**src/rtl/scan_ir_pkg.sv**
```systemverilog
`timescale 1ns/1ps
package scan_ir_pkg;

    // Instruction values below the all-ones bypass code
    localparam int OP_PADTEST  = 0;
    localparam int OP_SAMPLE   = 1;
    localparam int OP_CORETEST = 2;
    localparam int OP_IDENT    = 3;

    typedef enum logic [1:0] {
        DR_BYPASS   = 2'd0,
        DR_BOUNDARY = 2'd1,
        DR_IDENT    = 2'd2
    } dr_sel_e;

    typedef struct packed {
        dr_sel_e dr;
        logic    pad_test;
        logic    core_test;
    } ir_dec_t;

endpackage

```
**src/rtl/ir_shift_hold.sv**
```systemverilog
`timescale 1ns/1ps
module ir_shift_hold #(
    parameter int                IR_W       = 3,
    parameter logic [IR_W-1:0]   RESET_CODE = '1
) (
    input  logic            tck,
    input  logic            trst_n,
    input  logic            tdi,
    input  logic            capture,
    input  logic            shift,
    input  logic            update,
    output logic            lsb,
    output logic [IR_W-1:0] instr
);

    // Capture pattern: bit 0 set, bit 1 clear, upper bits clear
    localparam logic [IR_W-1:0] CAP_PAT = IR_W'(1);

    typedef struct packed {
        logic [IR_W-1:0] sh;
        logic [IR_W-1:0] hold;
    } ir_state_t;

    ir_state_t st_d, st_q;

    always_comb begin
        st_d = st_q;
        if (capture) begin
            st_d.sh = CAP_PAT;
        end else if (shift) begin
            st_d.sh = {tdi, st_q.sh[IR_W-1:1]};
        end
        if (update) begin
            st_d.hold = st_q.sh;
        end
    end

    always_ff @(posedge tck or negedge trst_n) begin
        if (!trst_n) begin
            st_q.sh   <= CAP_PAT;
            st_q.hold <= RESET_CODE;
        end else begin
            st_q <= st_d;
        end
    end

    assign lsb   = st_q.sh[0];
    assign instr = st_q.hold;

    assert_capture_pattern_R2: assert property (@(posedge tck) disable iff (!trst_n)
        capture |=> (st_q.sh[1:0] == 2'b01));

    assert_hold_stable_R4: assert property (@(posedge tck) disable iff (!trst_n)
        !update |=> $stable(instr));

endmodule

```
**src/rtl/ir_decode.sv**
```systemverilog
`timescale 1ns/1ps
module ir_decode
    import scan_ir_pkg::*;
#(
    parameter int IR_W   = 3,
    parameter bit HAS_ID = 1'b1
) (
    input  logic [IR_W-1:0] instr,
    output ir_dec_t         dec
);

    always_comb begin
        dec.dr        = DR_BYPASS;
        dec.pad_test  = 1'b0;
        dec.core_test = 1'b0;
        if (instr == IR_W'(OP_PADTEST)) begin
            dec.dr       = DR_BOUNDARY;
            dec.pad_test = 1'b1;
        end else if (instr == IR_W'(OP_SAMPLE)) begin
            dec.dr = DR_BOUNDARY;
        end else if (instr == IR_W'(OP_CORETEST)) begin
            dec.dr        = DR_BOUNDARY;
            dec.core_test = 1'b1;
        end else if (HAS_ID && instr == IR_W'(OP_IDENT)) begin
            dec.dr = DR_IDENT;
        end
    end

endmodule

```
**src/rtl/bypass_cell.sv**
```systemverilog
`timescale 1ns/1ps
module bypass_cell (
    input  logic tck,
    input  logic trst_n,
    input  logic tdi,
    input  logic capture,
    input  logic shift,
    output logic q
);

    typedef struct packed {
        logic bit_v;
    } byp_state_t;

    byp_state_t st_d, st_q;

    always_comb begin
        st_d = st_q;
        if (capture) begin
            st_d.bit_v = 1'b0;
        end else if (shift) begin
            st_d.bit_v = tdi;
        end
    end

    always_ff @(posedge tck or negedge trst_n) begin
        if (!trst_n) begin
            st_q.bit_v <= 1'b0;
        end else begin
            st_q <= st_d;
        end
    end

    assign q = st_q.bit_v;

    assert_byp_capture_R6: assert property (@(posedge tck) disable iff (!trst_n)
        capture |=> !q);

    assert_byp_shift_R6: assert property (@(posedge tck) disable iff (!trst_n)
        (shift && !capture) |=> (q == $past(tdi)));

endmodule

```
**src/rtl/tdo_retime.sv**
```systemverilog
`timescale 1ns/1ps
module tdo_retime (
    input  logic tck,
    input  logic trst_n,
    input  logic ir_shift,
    input  logic dr_shift,
    input  logic ir_bit,
    input  logic dr_bit,
    output logic tdo,
    output logic tdo_en
);

    typedef struct packed {
        logic data;
        logic en;
    } out_state_t;

    out_state_t st_d, st_q;

    always_comb begin
        st_d.data = 1'b0;
        st_d.en   = 1'b0;
        if (ir_shift) begin
            st_d.data = ir_bit;
            st_d.en   = 1'b1;
        end else if (dr_shift) begin
            st_d.data = dr_bit;
            st_d.en   = 1'b1;
        end
    end

    always_ff @(negedge tck or negedge trst_n) begin
        if (!trst_n) begin
            st_q.data <= 1'b0;
            st_q.en   <= 1'b0;
        end else begin
            st_q <= st_d;
        end
    end

    assign tdo    = st_q.data;
    assign tdo_en = st_q.en;

    assert_tdo_quiet_R11: assert property (@(negedge tck) disable iff (!trst_n)
        !tdo_en |-> !tdo);

    assert_tdo_enable_R11: assert property (@(negedge tck) disable iff (!trst_n)
        (ir_shift || dr_shift) |=> tdo_en);

endmodule

```
**src/rtl/scan_ir_ctrl.sv**
```systemverilog
`timescale 1ns/1ps
module scan_ir_ctrl
    import scan_ir_pkg::*;
#(
    parameter int IR_W   = 3,
    parameter bit HAS_ID = 1'b1
) (
    input  logic tck,
    input  logic trst_n,
    input  logic tdi,
    input  logic capture_ir,
    input  logic shift_ir,
    input  logic update_ir,
    input  logic capture_dr,
    input  logic shift_dr,
    input  logic update_dr,
    input  logic bsr_so,
    input  logic id_so,
    output logic tdo,
    output logic tdo_en,
    output logic sel_bypass,
    output logic sel_boundary,
    output logic sel_ident,
    output logic pad_test,
    output logic core_test,
    output logic bsr_capture,
    output logic bsr_shift,
    output logic bsr_update,
    output logic id_capture,
    output logic id_shift
);

    localparam logic [IR_W-1:0] RST_CODE = HAS_ID ? IR_W'(OP_IDENT) : {IR_W{1'b1}};

    logic [IR_W-1:0] instr;
    logic            ir_lsb;
    logic            byp_q;
    logic            dr_bit;
    ir_dec_t         dec;

    ir_shift_hold #(
        .IR_W       (IR_W),
        .RESET_CODE (RST_CODE)
    ) u_ir (
        .tck     (tck),
        .trst_n  (trst_n),
        .tdi     (tdi),
        .capture (capture_ir),
        .shift   (shift_ir),
        .update  (update_ir),
        .lsb     (ir_lsb),
        .instr   (instr)
    );

    ir_decode #(
        .IR_W   (IR_W),
        .HAS_ID (HAS_ID)
    ) u_dec (
        .instr (instr),
        .dec   (dec)
    );

    bypass_cell u_byp (
        .tck     (tck),
        .trst_n  (trst_n),
        .tdi     (tdi),
        .capture (capture_dr && sel_bypass),
        .shift   (shift_dr && sel_bypass),
        .q       (byp_q)
    );

    always_comb begin
        sel_bypass   = (dec.dr == DR_BYPASS);
        sel_boundary = (dec.dr == DR_BOUNDARY);
        sel_ident    = (dec.dr == DR_IDENT);
        pad_test     = dec.pad_test;
        core_test    = dec.core_test;
        bsr_capture  = capture_dr && sel_boundary;
        bsr_shift    = shift_dr   && sel_boundary;
        bsr_update   = update_dr  && sel_boundary;
        id_capture   = capture_dr && sel_ident;
        id_shift     = shift_dr   && sel_ident;
        case (dec.dr)
            DR_BOUNDARY: dr_bit = bsr_so;
            DR_IDENT:    dr_bit = id_so;
            default:     dr_bit = byp_q;
        endcase
    end

    tdo_retime u_out (
        .tck      (tck),
        .trst_n   (trst_n),
        .ir_shift (shift_ir),
        .dr_shift (shift_dr),
        .ir_bit   (ir_lsb),
        .dr_bit   (dr_bit),
        .tdo      (tdo),
        .tdo_en   (tdo_en)
    );

    assert_one_select_R5: assert property (@(posedge tck) disable iff (!trst_n)
        $countones({sel_bypass, sel_boundary, sel_ident}) == 1);

    assert_modes_exclusive_R7: assert property (@(posedge tck) disable iff (!trst_n)
        !(pad_test && core_test));

    assert_mode_needs_boundary_R8: assert property (@(posedge tck) disable iff (!trst_n)
        (pad_test || core_test) |-> sel_boundary);

    assert_strobes_exclusive_R12: assert property (@(posedge tck) disable iff (!trst_n)
        $onehot0({bsr_shift, id_shift}));

endmodule

```
**config.mk**
```make
export PLATFORM = sky130hd
export DESIGN_NAME = scan_ir_ctrl
export DESIGN_NICKNAME = d
export VERILOG_FILES = /design/src/rtl/scan_ir_pkg.sv /design/src/rtl/ir_shift_hold.sv /design/src/rtl/ir_decode.sv /design/src/rtl/bypass_cell.sv /design/src/rtl/tdo_retime.sv /design/src/rtl/scan_ir_ctrl.sv
export SDC_FILE = /design/constraint.sdc
export NUM_CORES = 1
export LEC_CHECK = 0
export ABC_AREA = 0
export BUFFER_PORTS_ARGS = -buffer_cell sky130_fd_sc_hd__buf_2
export CORE_UTILIZATION = 39
export CTS_CLUSTER_DIAMETER = 200
export DETAILED_ROUTE_END_ITERATION = 8
export PLACE_DENSITY = 0.73
export SYNTH_ARGS = -nofsm -noshare
export SYNTH_HDL_FRONTEND = slang
export SYNTH_HIERARCHICAL = 1
export SYNTH_SLANG_ARGS = --single-unit
```
**constraint.sdc**
```tcl
create_clock -name tck -period 1.54 [get_ports tck]
set_input_delay 0.077 -clock tck [delete_from_list [all_inputs] [get_ports tck]]
set_output_delay 0.077 -clock tck [all_outputs]
set_load 0.01 [all_outputs]
```
==> impl_metrics.csv, run 1 <==
group,metric,value,unit
outcome,outcome,"complete, but fails checks",
outcome,violations,"setup timing",
floorplan,core,0.00117,mm²
routing,vias,454,
synthesis,ys_seq_area_frac,0.439,
critical_path,rr_endpoint,"u_out/tdo$_DFF_NN0_",
routing,ant_nets,0,
layout,seq_area,229,µm²
synthesis,synth-simple-area-share,0.209,
synthesis,yosysUniqueCellTypes,22,
placement,dp.cells,87,
sta,worst_slack,-677,ps
layout,num-nets-final,101,
global_route,grt_usage,0.174,
synthesis,ys_async_sr_fraction,1.00,
synthesis,yosys.area.top_type,"dfrtp_1",
clocking,htreeDepth,1,
floorplan,row_count,12,
synthesis,ys_warn_count,6,
floorplan,num_io_pins,23,
floorplan,dieArea,0.00149,mm²
critical_path,crit_end,"u_out/tdo$_DFF_NN0_",
hold_path,min_path_type,"in2reg",
layout,area_growth,77.7,%
sta,drv_slew,0,
sta,finalSetupTns,-1790,ps
sta,finalSetupViolCount,9,
sta,rsz0062_at_grt,"true",
clocking,cts_buffers,3,
layout,finalNonFillerCells,99,
sta,fin_worst_skew,13.3,ps
synthesis,yosys.area_share.xor_xnor,0,
sta,relSlewSlack,0.864,
synthesis,syn_area,522,µm²
critical_path,start_kind,"flop",
synthesis,synth_compound_area_frac,0.0767,
critical_path,reg2reg_from,"u_ir/instr[0]$_DFFE_PN1P_",
synthesis,synthMuxAreaShare,0.122,
critical_path,cp-startpoint,"u_ir/instr[0]$_DFFE_PN1P_",
routing,drtIter0Drc,2,
layout,final_cell_mix,"buf_2, buf_6, buf_4",
critical_path,worstSetupPathType,"reg2reg",
floorplan,die_y,38.6,µm
power,p_leak,0.000452,µW
clocking,path_clk_slew,60,ps
synthesis,yosysTopAreaCellShare,0.192,
critical_path,critPathMaxFanout,3,
synthesis,syn_avg_cell_area,11.1,µm²
synthesis,synth-adder-area-share,0.0959,
power,ir_worst_vdd,0.549,mV
routing,totalWireLength,1170,µm
routing,viasPerCell,4.59,
global_route,grt_first_pass_wirelength,1730,µm
layout,diodes,0,
layout,multi_input_area,339,µm²
layout,drive_above_1_share,0.706,
critical_path,rrSetupSlack,-680,ps
critical_path,end_kind,"flop",
critical_path,rr_worst_depth,7,
critical_path,required,880,ps
sta,hold_viol_final,0,
placement,gp_congestion,0.642,
placement,hpwl,776,µm
power,p_per_area,766,mW/mm²
routing,wire_per_inst,11.8,µm
synthesis,syn_nets,62,
global_route,grt_pass1_vias,458,
critical_path,cp.arrival,1560,ps
sta,worst_pin_slew,204,ps
clocking,cts_root_buf,"clkbuf_4",
synthesis,synth_top_family_by_area,"simple AND/OR/NAND/NOR gates",
synthesis,synth-edff-count,0,
synthesis,synthTopCellsByArea,"dfrtp_1, dfstp_2, dfrtn_1",
synthesis,synthCells,47,
synthesis,synth_seq_cells,9,
placement,portBuffers,22,
floorplan,start_util,0.446,
job,maxCapViolations,0,
global_route,grt-ovfl-total,0,
layout,layout_commonest_cell,"buf_2",
clocking,cts_buffer_depth,2,
routing,firstDrtPassIters,3,
synthesis,synth_flop_cell,"dfrtp_1",
clocking,cts_tree,"yes",
clocking,clk-insertion-delay-late,260,ps
global_route,antenna_found_initial,0,
routing,drc,0,
floorplan,die_w,38.6,µm
global_route,grt_start_max_net_pins,10,
clocking,cts_num_sinks,9,
layout,fill_cells,76,
[what timing repair did]
item | CTS | global route
gates resized for setup | 14 | 8
buffers inserted | 4 | 3
setup endpoints to repair | 10 | 10
hold buffers | 2 | 0
hold endpoints to repair | 9 | 0
pin swaps | 6 | 2
[registers in the layout (all words and copies together) (netlist names)]
signal and count:
u_ir/st_q 2, u_ir/lsb 1, u_byp/q 1, u_ir/instr 3, u_out/tdo_en 1, u_out/tdo 1
[where the power goes]
part           internal [µW]  total [µW]  switching, µW
sequential               264         283           18.5
clock                   99.5         177           77.1
combinational            151         251            100
total                    514         710            196
[metrics by stage]
stage / utilization / area, µm² / setup slack [ps] / hold WS, ps / total power [µW]
3_5_place_dp: 0.626 / 733 / -744 / -65.5 / 465
5_1_grt: 0.792 / 927 / -754 / 108 / 749
3_3_place_gp: 0.626 / 733 / -699 / -67.4 / 462
6_report: 0.792 / 927 / -677 / 100 / 710
2_1_floorplan: - / 571 / -727 / -219 / 394
4_1_cts: 0.733 / 858 / -693 / 92.9 / 687
[worst min-delay path by stage]
stage / endpoint / startpoint / slack, ps / cells after the start
after floorplan: u_byp/q$_DFFE_PN0P_ / trst_n / -220 / 0
after global placement: u_ir/instr[2]$_DFFE_PN0P_ / trst_n / -70 / 1
after detailed placement: u_ir/instr[2]$_DFFE_PN0P_ / trst_n / -70 / 1
after CTS: u_ir/st_q[5]$_DFFE_PN0P_ / tdi / 90 / 3
after global routing: u_ir/st_q[5]$_DFFE_PN0P_ / tdi / 110 / 3
final: u_ir/st_q[5]$_DFFE_PN0P_ / tdi / 100 / 3
[synthesized netlist by cell type, drive strengths merged, types with 2 or more instances]
| library cell | number |
|---|---|
| inv | 2 |
| dfstp | 3 |
| mux2i | 3 |
| nand2 | 2 |
| nor2 | 4 |
| buf | 3 |
| ha | 4 |
| mux2 | 3 |
| dfrtn | 2 |
| dfrtp | 4 |
| a21oi | 2 |
| and2 | 7 |
[cell families (layout without fill, tap and decap cells)]
group           Yosys count  count (layout)
compound gates            5               5
fa+ha+maj                 4               4
buf+inv                   5              43
flops                     9               9
mux                       6               6
simple gates             18              18
[per-layer routing]
metal / share of wire / wire, µm / GRT usage / vias to the layer above
met4: 0 / 0 / 0.0776 / 0
met5: 0 / 0 / 0 / -
met3: 0.049 / 57 / 0.0405 / 0
met1: 0.38 / 443 / 0.159 / 207
li1: - / - / - / 231
met2: 0.57 / 665 / 0.350 / 16
[worst max-delay path, stage by stage (launching register included)]
cell     delay [ps]
dfstp_2         550
and3b_2         230
inv_4            60
ha_4            250
nor2_4           80
a21oi_2          40
nand2_1          60
o21ai_1          50
[cell type report]
type	count	share of cell area
Clock buffer	4	0.0283
Inverter	2	0.0108
Multi-Input combinational cell	33	0.366
Sequential cell	9	0.247
Tap cell	14	0.0189
Timing Repair Buffer	37	0.329
(Power assumes the default switching activity.)
==> inputs of run 2 (changes only) <==
RECOVER_POWER = 100   (was not set)
==> run 2 against run 1 <==
The flow still finishes with violations (setup timing). Non-clock buffer count is the same. Final area fell by 0.13%. Die area unchanged. Routed wire length grew 0.17%. Worst setup slack is the same. Critical endpoint unchanged. Clock-buffer cell count unchanged. Largest cell class unchanged. Via count is the same. Global-route usage did not move. Hold slack stayed put. Critical path depth unchanged. Largest power group unchanged.
==> impl_metrics.csv, run 2 (synthesis gave the netlist of run 1 again) <==
group,metric,value,unit
global_route,grt_usage,0.174,
power,switching_share,0.276,
sta,hold_viol_final,0,
placement,gp_congestion,0.642,
critical_path,required,880,ps
critical_path,cp.arrival,1560,ps
global_route,grt_pass1_vias,458,
layout,largest_register_ffs,3,
routing,totalWireLength,1170,µm
critical_path,rr_endpoint,"u_out/tdo$_DFF_NN0_",
critical_path,worstSetupPathType,"reg2reg",
sta,worst_slack,-677,ps
layout,drive_above_1_share,0.694,
sta,worst_pin_slew,488,ps
critical_path,reg2reg_from,"u_ir/instr[0]$_DFFE_PN1P_",
critical_path,cp-startpoint,"u_ir/instr[0]$_DFFE_PN1P_",
routing,wire_per_inst,11.8,µm
sta,relSlewSlack,0.675,
power,p_per_area,767,mW/mm²
job,maxCapViolations,0,
global_route,grt_start_max_net_pins,10,
routing,viasPerCell,4.59,
sta,rsz0062_at_grt,"true",
floorplan,die_w,38.6,µm
routing,drtIter0Drc,2,
critical_path,start_kind,"flop",
critical_path,rr_worst_depth,7,
power,p_leak,0.000449,µW
global_route,grt_first_pass_wirelength,1730,µm
power,internal_power,514,µW
placement,hpwl,776,µm
floorplan,start_util,0.446,
power,ir_worst_vdd,0.549,mV
sta,drv_slew,0,
critical_path,critPathMaxFanout,3,
hold_path,min_path_type,"in2reg",
clocking,clk-insertion-delay-late,260,ps
layout,layout_commonest_cell,"buf_2",
power,switchingPower,196,µW
clocking,cts_tree,"yes",
layout,fin_util,0.791,
outcome,outcome,"complete, but fails checks",
critical_path,rrSetupSlack,-680,ps
sta,finalSetupViolCount,9,
clocking,path_clk_slew,60,ps
power,total_power,710,µW
placement,portBuffers,22,
layout,fill_cells,77,
layout,final_cell_mix,"buf_2, buf_6, buf_4",
layout,seq_area,229,µm²
layout,diodes,0,
layout,multi_input_area,339,µm²
power,combPwrFrac,0.353,
floorplan,num_io_pins,23,
layout,stdcell_area,926,µm²
routing,drc,0,
layout,num-nets-final,101,
placement,placed_area,733,µm²
clocking,cts_root_buf,"clkbuf_4",
power,power_frac_clock,0.249,
clocking,cts_buffer_depth,2,
sta,fin_worst_skew,13.3,ps
hold_path,whs_path_depth,3,
sta,whs,100,ps
hold_path,hold_end,"u_ir/st_q[5]$_DFFE_PN0P_",
layout,area_growth,77.5,%
floorplan,core,0.00117,mm²
routing,firstDrtPassIters,3,
power,seqPwrFrac,0.398,
floorplan,dieArea,0.00149,mm²
floorplan,die_y,38.6,µm
floorplan,row_count,12,
sta,finalSetupTns,-1790,ps
hold_path,hold_path.startpoint,"tdi",
routing,ant_nets,0,
routing,vias,454,
clocking,cts_buffers,3,
clocking,cts_num_sinks,9,
outcome,violations,"setup timing",
clocking,htreeDepth,1,
critical_path,end_kind,"flop",
global_route,grt-ovfl-total,0,
global_route,antenna_found_initial,0,
-- run 2: worst max-delay path: stages, from the launching register on --
cell	delay, ps
dfstp_2	550
and3b_2	230
inv_4	60
ha_4	250
nor2_4	80
a21oi_2	40
nand2_1	60
o21ai_1	50
-- run 2: metrics by stage --
stage / std cells / worst slack, ps
3_5_place_dp: 87 / -744
2_1_floorplan: 47 / -727
4_1_cts: 97 / -693
5_1_grt: 99 / -754
3_3_place_gp: 87 / -699
6_report: 99 / -677
-- run 2: worst max-delay path by stage --
stage	cells after the start	slack, ps	to
detailed placement	7	-740	u_out/tdo$_DFF_NN0_
finish	7	-680	u_out/tdo$_DFF_NN0_
global placement	7	-700	u_out/tdo$_DFF_NN0_
global route	7	-750	u_out/tdo$_DFF_NN0_
floorplan	8	-730	u_out/tdo$_DFF_NN0_
CTS	7	-690	u_out/tdo$_DFF_NN0_
-- run 2: what timing repair did --
item / 4_1_cts / 5_1_grt
buffers inserted: 4 / 3
endpoints found under the hold margin: 9 / 0
endpoints found under the setup margin: 10 / 10
cloned: 0 / 0
pin swaps: 6 / 2
hold buffers: 2 / 0
resized for setup: 14 / 8
-- run 2: power groups by stage --
stage          sequential, µW  clock [µW]  combinational, µW
3_5_place_dp              287           0                178
5_1_grt                   284         190                274
6_report                  283         177                251
3_3_place_gp              286           0                176
4_1_cts                   284         183                221
2_1_floorplan             280           0                113
-- run 2: per-layer routing --
| layer | routed length, µm | global-route usage |
|---|---|---|
| met4 | 0 | 0.0776 |
| met5 | 0 | 0 |
| met3 | 57 | 0.0405 |
| met2 | 665 | 0.350 |
| met1 | 445 | 0.159 |
-- run 2: cell type report --
cell class | instances | share of cell area
well taps | 14 | 0.0189
clock buffers | 4 | 0.0284
inverters | 2 | 0.0108
flip-flops and latches | 9 | 0.247
repair buffers | 37 | 0.328
multi-input cells | 33 | 0.366
